`src/rtl/pci_par_pkg.sv`:
```
package pci_par_pkg;

    // State of the phase decoder
    typedef struct packed {
        logic idle;   // previous cycle had FRAME and IRDY both released
        logic chk;    // previous cycle was a phase this agent must check
    } phase_st_t;

    // State of the top-level parity path
    typedef struct packed {
        logic par;      // parity of the previous cycle's lines
        logic oe;       // delayed drive enable
        logic err;      // mismatch pulse
        logic past_ok;  // one full cycle has elapsed since reset
    } unit_st_t;

endpackage

```
`src/rtl/pci_par_tree.sv`:
```
module pci_par_tree #(
    parameter int AD_W = 32,
    parameter int BE_W = 4
) (
    input  logic [AD_W-1:0] ad_i,
    input  logic [BE_W-1:0] cbe_n_i,
    output logic            par_o
);
    localparam int LANE_W = AD_W / BE_W;

    logic [BE_W-1:0] lane_par;

    // One reduction per byte lane, each folding in its own enable bit
    for (genvar g = 0; g < BE_W; g++) begin : g_lane
        assign lane_par[g] = ^{ad_i[g*LANE_W +: LANE_W], cbe_n_i[g]};
    end

    assign par_o = ^lane_par;

endmodule

```
`src/rtl/pci_par_phase.sv`:
```
module pci_par_phase
    import pci_par_pkg::*;
(
    input  logic clk,
    input  logic rst_n,
    input  logic frame_n_i,
    input  logic irdy_n_i,
    input  logic trdy_n_i,
    input  logic is_master_i,
    input  logic is_write_i,
    output logic chk_o
);
    phase_st_t st_d, st_q;
    logic      addr_ph;
    logic      xfer;
    logic      data_ours;

    always_comb begin
        st_d      = st_q;
        addr_ph   = !frame_n_i && st_q.idle;
        xfer      = !irdy_n_i && !trdy_n_i;
        // Receiver of data: target on writes, master on reads
        data_ours = is_write_i ? !is_master_i : is_master_i;
        st_d.idle = frame_n_i && irdy_n_i;
        st_d.chk  = (addr_ph && !is_master_i) ||
                    (xfer && !addr_ph && data_ours);
    end

    always_ff @(posedge clk or negedge rst_n) begin
        if (!rst_n) begin
            st_q <= '{idle: 1'b1, chk: 1'b0};
        end else begin
            st_q <= st_d;
        end
    end

    assign chk_o = st_q.chk;


    no_wait_chk: assert property (@(posedge clk) disable iff (!rst_n)
        ((irdy_n_i || trdy_n_i) && !addr_ph) |=> !chk_o);


    rd_tgt_chk: assert property (@(posedge clk) disable iff (!rst_n)
        (!addr_ph && !is_master_i && !is_write_i) |=> !chk_o);


    wr_mst_chk: assert property (@(posedge clk) disable iff (!rst_n)
        (!addr_ph && is_master_i && is_write_i) |=> !chk_o);

endmodule

```
`src/rtl/pci_par_unit.sv`:
```
module pci_par_unit
    import pci_par_pkg::*;
#(
    parameter int AD_W = 32,
    parameter int BE_W = 4
) (
    input  logic            clk,
    input  logic            rst_n,
    input  logic [AD_W-1:0] ad_i,
    input  logic [BE_W-1:0] cbe_n_i,
    input  logic            ad_oe_i,
    input  logic            frame_n_i,
    input  logic            irdy_n_i,
    input  logic            trdy_n_i,
    input  logic            is_master_i,
    input  logic            is_write_i,
    input  logic            par_i,
    output logic            par_o,
    output logic            par_oe_o,
    output logic            par_err_o
);
    unit_st_t st_d, st_q;
    logic     par_now;
    logic     chk;

    pci_par_tree #(.AD_W(AD_W), .BE_W(BE_W)) u_tree (
        .ad_i    (ad_i),
        .cbe_n_i (cbe_n_i),
        .par_o   (par_now)
    );

    pci_par_phase u_phase (
        .clk         (clk),
        .rst_n       (rst_n),
        .frame_n_i   (frame_n_i),
        .irdy_n_i    (irdy_n_i),
        .trdy_n_i    (trdy_n_i),
        .is_master_i (is_master_i),
        .is_write_i  (is_write_i),
        .chk_o       (chk)
    );

    always_comb begin
        st_d         = st_q;
        st_d.par     = par_now;
        st_d.oe      = ad_oe_i;
        st_d.err     = chk && (par_i != st_q.par);
        st_d.past_ok = 1'b1;
    end

    always_ff @(posedge clk or negedge rst_n) begin
        if (!rst_n) begin
            st_q <= '0;
        end else begin
            st_q <= st_d;
        end
    end

    assign par_o     = st_q.par;
    assign par_oe_o  = st_q.oe;
    assign par_err_o = st_q.err;


    par_gen_chk: assert property (@(posedge clk) disable iff (!rst_n)
        st_q.past_ok |-> (par_o == $past(^{ad_i, cbe_n_i})));


    par_oe_chk: assert property (@(posedge clk) disable iff (!rst_n)
        st_q.past_ok |-> (par_oe_o == $past(ad_oe_i)));


    err_src_chk: assert property (@(posedge clk) disable iff (!rst_n)
        (st_q.past_ok && par_err_o) |-> $past(chk));

endmodule

```
`config.mk`:
```
export PLATFORM = sky130hd
export DESIGN_NAME = pci_par_unit
export DESIGN_NICKNAME = d
export VERILOG_FILES = /design/src/rtl/pci_par_pkg.sv /design/src/rtl/pci_par_tree.sv /design/src/rtl/pci_par_phase.sv /design/src/rtl/pci_par_unit.sv
export SDC_FILE = /design/constraint.sdc
export NUM_CORES = 1
export LEC_CHECK = 0
export BUFFER_PORTS_ARGS = -buffer_cell sky130_fd_sc_hd__buf_2
export CAP_MARGIN = 40
export CORE_UTILIZATION = 34
export DETAILED_ROUTE_END_ITERATION = 12
export GPL_TIMING_DRIVEN = 0
export HOLD_SLACK_MARGIN = 0.05
export PLACE_DENSITY = 0.76
export SETUP_SLACK_MARGIN = 0.4
export SYNTH_ARGS = -nofsm -noshare
export SYNTH_HDL_FRONTEND = slang
export SYNTH_HIERARCHICAL = 1
export SYNTH_SLANG_ARGS = --single-unit
```
`constraint.sdc`:
```
create_clock -name clk -period 1.12 [get_ports clk]
set_input_delay 0.112 -clock clk [delete_from_list [all_inputs] [get_ports clk]]
set_output_delay 0.112 -clock clk [all_outputs]
set_load 0.03 [all_outputs]
```
==> out/results.ini <==
[status]
status = complete, but fails checks
violations = setup timing

[placement]
dp.cells = 109
io_buffers = 47
dpl_cell_area_um2 = 754
place.gp.congestion = 0.628
pre_cts_slack_ns = -0.253
hpwl_um = 781

[finish]
antennaDiodeCount = 0
syn2layout_area_growth_pct = 81.5
final_area_um2 = 895
nets = 146
utilization_pct = 67.9
drive_gt1_share_pct = 60.0
layoutNonFillerInstCount = 115
fillers = 122

[worst_setup_path]
cp_data_arrival_time_ns = 1.26
reg2reg_to = u_phase/chk_o
cp-start-kind = input pin
critPathLaunch = ad_i[0]
path_class = input pin to register
r2r_slack_ns = 0.16
cp-end-kind = register
critPathMaxFanout = 1
worstPathRequired_ns = 1.24
worstRegToRegCells = 3
r2r_start = u_phase/st_q[1]

[clock_tree]
htreeDepth = 1
cts-root-buf = clkbuf_4
clk_pin_slew_ns = 0.04
insertion_delay_ns = 0.24
cts_tree = done
clock_sinks = 5
cts_buffer_depth = 2
postCtsSetupBuffers = 0
cts_buffers = 3

[yosys]
synth_cells = 47
synth.top_cell.area_share_pct = 51.5
ys_types = 11
yosys.area.top_type = xnor2_1
synth.top_cells.by_count = xnor2_1, xor2_1, dfrtp_1, and2_1
netlist_area_um2 = 493
synth_fp_nets = 92
async_flop_share_pct = 100
yosysWarnings = 6
yosys-top-cells-area = xnor2_1, dfrtp_1, xor2_1
yosys_most_used_dff = dfrtp_1
synth_edf_count = 0
yosysMostFrequentCell = xnor2_1
syn_avg_cell_area_um2 = 10.5
synth-seq-area-share_pct = 25.6
ys_ff_latch = 5

[routing]
drc = 0
firstDrtPassIters = 2
wirelength_um = 1040
routed_via_density = 4.23
via_count = 487
detail-route-antenna-nets = 0
wl_per_cell_um = 9.03
drtIter0Drc = 2

[timing]
setup_viol_count_final = 1
slew_viol_final = 0
hold_violations = 0
min_period_ns = 1.14
whs_ns = 0.0863
setup_ws_ns = -0.0196
clock.fmax_mhz = 878
fin_skew_ns = 0.00188
finalCritPeriodShare_pct = 102
rsz0062_at_grt = yes
tightest_slew_ns = 0.180
slew_headroom_pct = 87.9

[run]
cap_violations = 0

[floorplan]
ios = 48
die_h_um = 40.1
floorplan.initialDensity_pct = 37.4
die_w_um = 40.1
core-area_um2 = 1320
row_count = 13
dieArea_um2 = 1610

[hold_path]
hold_depth = 2
hp-class = input pin to register
hold-path-endpoint = u_phase/chk_o
hp-start = is_master_i

[power]
vdd_drop_max_mv = 0.518
power_leakage_uw = 0.000437
cellPowerDensity_nw_per_um2 = 1190

[global_routing]
grt_overflow = 0
grt_max_degree = 6
grtUsageTotal_pct = 11.8
grt_pass1_vias = 384
antenna_found_initial = 0
grt_first_pass_wirelength_um = 1270

## critical path, cell delays in order
cell,delay [ns]
buf_2,0.11
xnor2_2,0.13
xnor2_1,0.19
xnor2_1,0.15
xnor3_1,0.43
xnor2_1,0.13
## cells by family (layout without fill, tap and decap cells)
kind of cell    count (synthesis)  count (layout)  synth area share [%]
compound gates                  2               2                  2.79
xor+xnor                       35              35                  65.0
buf+inv                         0              53                     0
flops                           5               5                  25.6
simple gates                    5               5                  6.60
## metrics by stage
step                      setup TNS (ns)  power, µW
after global placement            -0.257        784
after floorplan                  -0.0831        649
after CTS                       -0.00639       1050
after global routing              -0.110       1150
final                            -0.0196       1060
after detailed placement          -0.253        794
## sequential cells by signal, indices dropped and copies added (netlist names)
register and count:
par_err_o 1, par_o 1, par_oe_o 1, u_phase/chk_o 1
u_phase/st_q 1
## area by class of cell
class | instances | area [µm²] | share of cell area (%)
Clock buffer | 4 | 26.3 | 2.94
Multi-Input combinational cell | 42 | 430 | 48.1
Sequential cell | 5 | 126 | 14.1
Tap cell | 15 | 18.8 | 2.10
Timing Repair Buffer | 49 | 293 | 32.7
## cell usage in the layout (no fill, tap or decap), drive strengths merged
| cell | count |
|---|---|
| xnor3 | 1 |
| dfstp | 1 |
| buf | 47 |
| clkbuf | 4 |
| o32ai | 1 |
| nand2b | 1 |
| a21oi | 1 |
| nor2b | 1 |
| dfrtp | 4 |
| and2b | 1 |
| xor2 | 5 |
| and2 | 2 |
| dlygate4sd3 | 2 |
| xnor2 | 29 |
## how the worst max path moves through the flow
| stage | cells after the start | slack (ns) | end |
|---|---|---|---|
| after CTS | 6 | -0.006 | par_o |
| after floorplan | 5 | -0.08 | par_o |
| after detailed placement | 6 | -0.25 | par_o |
| final | 6 | -0.02 | par_o |
| after global routing | 6 | -0.11 | par_o |
| after global placement | 6 | -0.26 | par_o |
## what timing repair did
item,in CTS,in global routing
pin swaps,2,7
endpoints found under the setup margin,6,6
hold endpoints to repair,6,0
resized for setup,8,9
hold buffers,2,0
## power breakdown
group	internal (µW)	total [µW]	switching (µW)
logic	381	623	242
clock network	134	202	67.9
registers	218	238	20.8
## per-layer routing
layer,track usage (%),part of all wire (%),vias up
met5,0,0,-
met4,2.59,0,0
met2,26.2,60,30
met3,3.33,9.3,0
met1,9.40,30,205
li1,-,-,252
Note: power is estimated with default switching activity, not from simulation.
